File: config.mk
export PLATFORM = sky130hd
export DESIGN_NAME = bpl_cmd_slave
export DESIGN_NICKNAME = d
export VERILOG_FILES = /design/src/rtl/bpl_cmd_slave_pkg.sv /design/src/rtl/bpl_in_sync.sv /design/src/rtl/bpl_frame_check.sv /design/src/rtl/bpl_cmd_slave.sv
export SDC_FILE = /design/constraint.sdc
export NUM_CORES = 1
export LEC_CHECK = 0
export ABC_AREA = 1
export CORE_UTILIZATION = 55
export CTS_CLUSTER_SIZE = 8
export DETAILED_ROUTE_END_ITERATION = 8
export PLACE_DENSITY = 0.83
export REMOVE_ABC_BUFFERS = 1
export SETUP_SLACK_MARGIN = 0.5
export SYNTH_ARGS = -nofsm -noshare
export SYNTH_HDL_FRONTEND = slang
export SYNTH_SLANG_ARGS = --single-unit
File: constraint.sdc
create_clock -name clk -period 2.1 [get_ports clk]
set_input_delay 0.315 -clock clk [delete_from_list [all_inputs] [get_ports clk]]
set_output_delay 0.315 -clock clk [all_outputs]
set_load 0.01 [all_outputs]
File: src/rtl/bpl_cmd_slave_pkg.sv
package bpl_cmd_slave_pkg;

  typedef enum logic [1:0] {
    HS_IDLE = 2'd0,
    HS_EVAL = 2'd1,
    HS_HOLD = 2'd2
  } hs_state_e;

  localparam int SYNC_DEPTH = 2;

endpackage

File: src/rtl/bpl_in_sync.sv
module bpl_in_sync #(
  parameter int W      = 8,
  parameter int STAGES = 2
) (
  input  logic         clk,
  input  logic         rst,
  input  logic [W-1:0] d,
  output logic [W-1:0] q
);

  logic [W-1:0] stg [STAGES];

  always_ff @(posedge clk) begin
    if (rst) stg[0] <= '0;
    else     stg[0] <= d;
  end

  for (genvar i = 1; i < STAGES; i++) begin : g_stage
    always_ff @(posedge clk) begin
      if (rst) stg[i] <= '0;
      else     stg[i] <= stg[i-1];
    end
  end

  assign q = stg[STAGES-1];

endmodule

File: src/rtl/bpl_frame_check.sv
module bpl_frame_check #(
  parameter int              ADDR_W     = 8,
  parameter int              DATA_W     = 16,
  parameter int              CODE_W     = 5,
  parameter int              NUM_CMDS   = 24,
  parameter logic [ADDR_W-1:0] BOARD_ADDR = 8'h5A
) (
  input  logic [ADDR_W-1:0] addr,
  input  logic              addr_par,
  input  logic [DATA_W-1:0] data,
  input  logic              data_par,
  output logic              addr_hit,
  output logic              addr_par_ok,
  output logic              data_par_ok,
  output logic              code_known
);

  localparam logic [CODE_W:0] CODE_LIM = NUM_CMDS[CODE_W:0];

  logic [CODE_W-1:0] code;

  always_comb begin
    code        = data[CODE_W-1:0];
    addr_hit    = (addr == BOARD_ADDR);
    addr_par_ok = ^{addr, addr_par};
    data_par_ok = ^{data, data_par};
    code_known  = (code != '0) && ({1'b0, code} < CODE_LIM);
  end

endmodule

File: src/rtl/bpl_cmd_slave.sv
module bpl_cmd_slave
  import bpl_cmd_slave_pkg::*;
#(
  parameter int                ADDR_W     = 8,
  parameter int                DATA_W     = 16,
  parameter int                CODE_W     = 5,
  parameter int                NUM_CMDS   = 24,
  parameter logic [ADDR_W-1:0] BOARD_ADDR = 8'h5A
) (
  input  logic                     clk,
  input  logic                     rst,
  input  logic [ADDR_W-1:0]        bus_addr,
  input  logic                     bus_addr_par,
  input  logic [DATA_W-1:0]        bus_data,
  input  logic                     bus_data_par,
  input  logic                     bus_rd,
  input  logic                     bus_stb,
  output logic                     bus_ack,
  output logic [DATA_W-1:0]        bus_data_out,
  output logic                     bus_data_par_out,
  output logic                     bus_data_oe,
  output logic                     cmd_stb,
  output logic [CODE_W-1:0]        cmd_code,
  output logic [DATA_W-CODE_W-1:0] cmd_arg
);

  localparam int BUS_W = ADDR_W + DATA_W + 4;

  // synchronised bus fields
  logic [BUS_W-1:0]  bus_raw, bus_s;
  logic [ADDR_W-1:0] addr_s;
  logic              apar_s, dpar_s, rd_s, stb_s;
  logic [DATA_W-1:0] data_s;
  logic              stb_d, stb_rise;

  assign bus_raw = {bus_addr, bus_addr_par, bus_data, bus_data_par, bus_rd, bus_stb};

  bpl_in_sync #(.W(BUS_W), .STAGES(SYNC_DEPTH)) sync_i (
    .clk (clk),
    .rst (rst),
    .d   (bus_raw),
    .q   (bus_s)
  );

  assign {addr_s, apar_s, data_s, dpar_s, rd_s, stb_s} = bus_s;

  always_ff @(posedge clk) begin
    if (rst) stb_d <= 1'b0;
    else     stb_d <= stb_s;
  end

  assign stb_rise = stb_s & ~stb_d;

  // captured frame
  logic [ADDR_W-1:0] cap_addr;
  logic              cap_apar, cap_dpar, cap_rd;
  logic [DATA_W-1:0] cap_data;
  logic              hit, apar_ok, dpar_ok, known;

  bpl_frame_check #(
    .ADDR_W(ADDR_W), .DATA_W(DATA_W), .CODE_W(CODE_W),
    .NUM_CMDS(NUM_CMDS), .BOARD_ADDR(BOARD_ADDR)
  ) chk_i (
    .addr        (cap_addr),
    .addr_par    (cap_apar),
    .data        (cap_data),
    .data_par    (cap_dpar),
    .addr_hit    (hit),
    .addr_par_ok (apar_ok),
    .data_par_ok (dpar_ok),
    .code_known  (known)
  );

  // handshake state machine
  hs_state_e         state;
  logic              last_ok;
  logic [DATA_W-1:0] last_word;

  always_ff @(posedge clk) begin
    if (rst) begin
      state            <= HS_IDLE;
      cap_addr         <= '0;
      cap_apar         <= 1'b0;
      cap_data         <= '0;
      cap_dpar         <= 1'b0;
      cap_rd           <= 1'b0;
      last_ok          <= 1'b0;
      last_word        <= '0;
      bus_ack          <= 1'b0;
      bus_data_oe      <= 1'b0;
      bus_data_out     <= '0;
      bus_data_par_out <= 1'b0;
      cmd_stb          <= 1'b0;
      cmd_code         <= '0;
      cmd_arg          <= '0;
    end else begin
      cmd_stb <= 1'b0;
      unique case (state)
        HS_IDLE: begin
          if (stb_rise) begin
            cap_addr <= addr_s;
            cap_apar <= apar_s;
            cap_data <= data_s;
            cap_dpar <= dpar_s;
            cap_rd   <= rd_s;
            state    <= HS_EVAL;
          end
        end
        HS_EVAL: begin
          state <= HS_IDLE;
          if (hit) begin
            if (!apar_ok) begin
              last_ok <= 1'b0;
            end else if (cap_rd) begin
              if (last_ok) begin
                bus_ack          <= 1'b1;
                bus_data_oe      <= 1'b1;
                bus_data_out     <= last_word;
                bus_data_par_out <= ~^last_word;
                state            <= HS_HOLD;
              end
            end else begin
              bus_ack <= 1'b1;
              state   <= HS_HOLD;
              if (dpar_ok && known) begin
                last_ok   <= 1'b1;
                last_word <= cap_data;
                cmd_stb   <= 1'b1;
                cmd_code  <= cap_data[CODE_W-1:0];
                cmd_arg   <= cap_data[DATA_W-1:CODE_W];
              end else begin
                last_ok <= 1'b0;
              end
            end
          end
        end
        HS_HOLD: begin
          if (!stb_s) begin
            bus_ack     <= 1'b0;
            bus_data_oe <= 1'b0;
            state       <= HS_IDLE;
          end
        end
        default: state <= HS_IDLE;
      endcase
    end
  end


  ack_hold_chk: assert property (@(posedge clk) disable iff (rst)
    (bus_ack && stb_s) |=> bus_ack);


  ack_release_chk: assert property (@(posedge clk) disable iff (rst)
    $fell(bus_ack) |-> !$past(stb_s));


  ack_addr_chk: assert property (@(posedge clk) disable iff (rst)
    $rose(bus_ack) |-> (cap_addr == BOARD_ADDR));


  cmd_pulse_chk: assert property (@(posedge clk) disable iff (rst)
    cmd_stb |=> !cmd_stb);


  cmd_with_ack_chk: assert property (@(posedge clk) disable iff (rst)
    cmd_stb |-> bus_ack);


  rb_oe_chk: assert property (@(posedge clk) disable iff (rst)
    bus_data_oe |-> bus_ack);


  rb_par_chk: assert property (@(posedge clk) disable iff (rst)
    bus_data_oe |-> (^{bus_data_out, bus_data_par_out}));

endmodule

==> results_dict.tcl <==
set metrics [dict create \
    status "finished clean" \
    cts_root_buf "clkbuf_8" \
    synth_edf_count 0 \
    synthesis.area_um2 4980 \
    n_fill_cell 561 \
    regArea_um2 2490 \
    placementRows 34 \
    tightestPinTransition_ps 626 \
    hp-class "in2reg" \
    synth_cell_types 26 \
    combPwrFrac_pct 11.3 \
    final_util_pct 77.0 \
    grt_overflow_total 0 \
    numPortBuffers 65 \
    via_per_inst 5.02 \
    grt_max_degree 63 \
    firstDrtPassIters 7 \
    fp.dieH_um 97.2 \
    cts_tree "built" \
    crit_required_ps 2510 \
    grt_pass1_vias 4082 \
    arrival_ps 2280 \
    irDropWorstVdd_mv 0.481 \
    synthCells 712 \
    antenna_cells 0 \
    clkTransAtPathRegs_ps 60 \
    max_stage_delay_ps 350 \
    synth-main-ff-cell "dfxtp_1" \
    die_w_um 97.2 \
    antenna_left 0 \
    switching_share_pct 25.2 \
    dieArea_um2 9450 \
    critPathSlowestCell "dfxtp_1" \
    core_um2 8760 \
    clock_latency_ps 520 \
    avgSynthCellArea_um2 7.00 \
    antenna_found_initial 0 \
    cpMostUsedCell "nor2_1" \
    post-route-period-util_pct 89.1 \
    power_mw 5.95 \
    drt_iter0_drc 349 \
    final_hold_viol_count 0 \
    io_pins 66 \
    ys_seq_elements 123 \
    worstSetupPathType "reg2reg" \
    cts_max_level 4 \
    gp_congestion 0.880 \
    end_kind "register" \
    placed_cell_area_um2 5700 \
    start_util_pct 56.9 \
    layout.nets 828 \
    pwr-share-clk_pct 47.3 \
    cp_max_fo 6 \
    fin_area_um2 6750 \
    finalSetupTns_ps 0 \
    wl_per_cell_um 13.0 \
    multi_input_area_um2 2180 \
    skew_ps 8.09 \
    final_layout_size_suffix_gt1_share_pct 20.7 \
    rsz0062_at_grt "true" \
    timing.fmax_ghz 0.534 \
    async_flop_share_pct 0 \
    area_delta_synth_final_pct 35.4 \
    clk_path_buf_depth 2 \
    maxCapViolCount 0 \
    routed_wl_um 11900 \
    power_frac_seq_pct 41.4 \
    grt_pass1_wl_um 17700 \
    max_slew_margin_pct 58.2 \
    power.internal_mw 4.45 \
    drc 0 \
    finalSetupViolations 0 \
    yosysWarnings 0 \
    vias 4617 \
    cts_made_buffers 17 \
    drv_slew 0 \
    post-dp-hpwl_um 6170 \
    p_sw_mw 1.50 \
    ys_seq_area_share_pct 49.4 \
    power_density_nw_per_um2 881 \
    cp-start-kind "register" \
    grtUsageTotal_pct 23.0 \
    period_needed_ps 1870 \
    power_leakage_nw 3.30 \
    crit_chain "xnor2_1 > nor2_1 > nor2_1 > nand2_1 > nand2_2 > nand3_2 > nand2_4 > buf_6 > nand4_1 > nand2_1 > nor2_1" \
    clock-sinks 123 \
]
==> critical path: cells and delay by family, from the launching register on <==
family,cells,cell delay (ps)
AND/OR/NAND/NOR,9,1010
flip-flops,1,350
XOR/XNOR,1,270
buffers and inverters,1,140
==> timing repair <==
action	CTS	global route
pin swaps	27	28
hold buffers	0	0
resized for setup	92	67
setup buffers	6	8
endpoints found under the setup margin	71	36
cloned	4	3
==> worst paths after layout <==
kind,from,to,slack [ps],cells past startpoint
setup / recovery,cap_data[0],cmd_code[3],230,11
hold / removal,bus_addr[0],sync_i.stg[0][20],300,3
hold reg to reg,sync_i.stg[0][20],sync_i.stg[1][20],400,2
setup reg to reg,cap_data[0],cmd_code[3],230,11
==> placed cells by master, fill, tap and decap left out, types with 7 or more instances in the layout <==
master	synthesis	routed
clkbuf_16	0	16
o21ai_0	30	30
xnor2_1	14	14
nor2_1	129	108
buf_4	0	15
a21oi_1	29	29
nor2_2	1	16
inv_1	146	130
clkdlybuf4s50_1	0	28
nand3_1	10	7
dfxtp_1	123	101
nand4_1	16	16
nand2_1	167	139
dfxtp_2	0	21
nand3_4	1	7
dlygate4sd2_1	0	36
nand2_2	4	26
inv_2	3	19
==> power groups by stage <==
stage	Combinational, mW	Clock, mW	Sequential (mW)
final	0.674	2.81	2.46
after global routing	0.729	2.94	2.47
after CTS	0.547	2.82	2.45
after detailed placement	0.441	0	2.50
after global placement	0.420	0	2.49
after floorplan	0.300	0	2.49
==> through the flow <==
stage / setup slack, ps / cells / hold WS, ps
detailed placement: 140 / 866 / 393
finish: 228 / 919 / 304
CTS: 332 / 908 / 297
global route: 143 / 919 / 305
floorplan: 461 / 688 / 386
global placement: 283 / 866 / 389
==> per-layer routing <==
metal	share of wire [%]	vias to the layer above	global-route usage, %
met3	4.7	63	4.75
met5	0	-	0
met2	52	197	41.4
met4	4.5	0	11.8
li1	-	2294	-
met1	38	2063	25.5
==> area by class of cell <==
| type | count | area share (%) |
|---|---|---|
| Sequential cell | 123 | 36.9 |
| Multi-Input combinational cell | 420 | 32.3 |
| Timing Repair Buffer | 86 | 11.8 |
| Inverter | 150 | 8.34 |
| Clock buffer | 19 | 6.54 |
| Clock inverter | 13 | 2.08 |
| Tap cell | 108 | 2.00 |
==> cells by family after synthesis <==
logic type	count (synthesis)	share of synthesized area (%)
buffers and inverters	174	13.4
AO/OA/AOI/OAI	62	6.55
flip-flops	123	49.4
AND/OR/NAND/NOR	336	27.7
XOR/XNOR	17	2.99
==> state kept, by name, summed over array words and instances (netlist names) <==
| signal | count |
|---|---|
| last_word | 2 |
| last_ok | 1 |
| cap_apar | 1 |
| bus_data_oe | 1 |
| cmd_arg | 10 |
| cap_data | 16 |
| cmd_stb | 1 |
| stb_d | 1 |
| cap_dpar | 1 |
| cap_rd | 1 |
| bus_data_par_out | 1 |
| state | 2 |
| bus_data_out | 16 |
| cap_addr | 8 |
| sync_i.stg | 56 |
| cmd_code | 4 |
| bus_ack | 1 |
==> Yosys cell counts (2+ instances only) <==
master	instances	area [µm²]
inv_2	3	11.3
buf_2	5	25.0
inv_1	146	548
o21ai_0	30	150
a21oi_1	29	145
nand3_2	3	30.0
clkbuf_1	18	67.6
nand4_1	16	100
dfxtp_1	123	2460
nor2_1	129	484
nand2_1	167	627
nand3_1	10	50.1
xnor2_1	14	123
xor2_1	3	26.3
nor3_1	2	10.0
nand2_2	4	25.0
(Power assumes the default switching activity.)
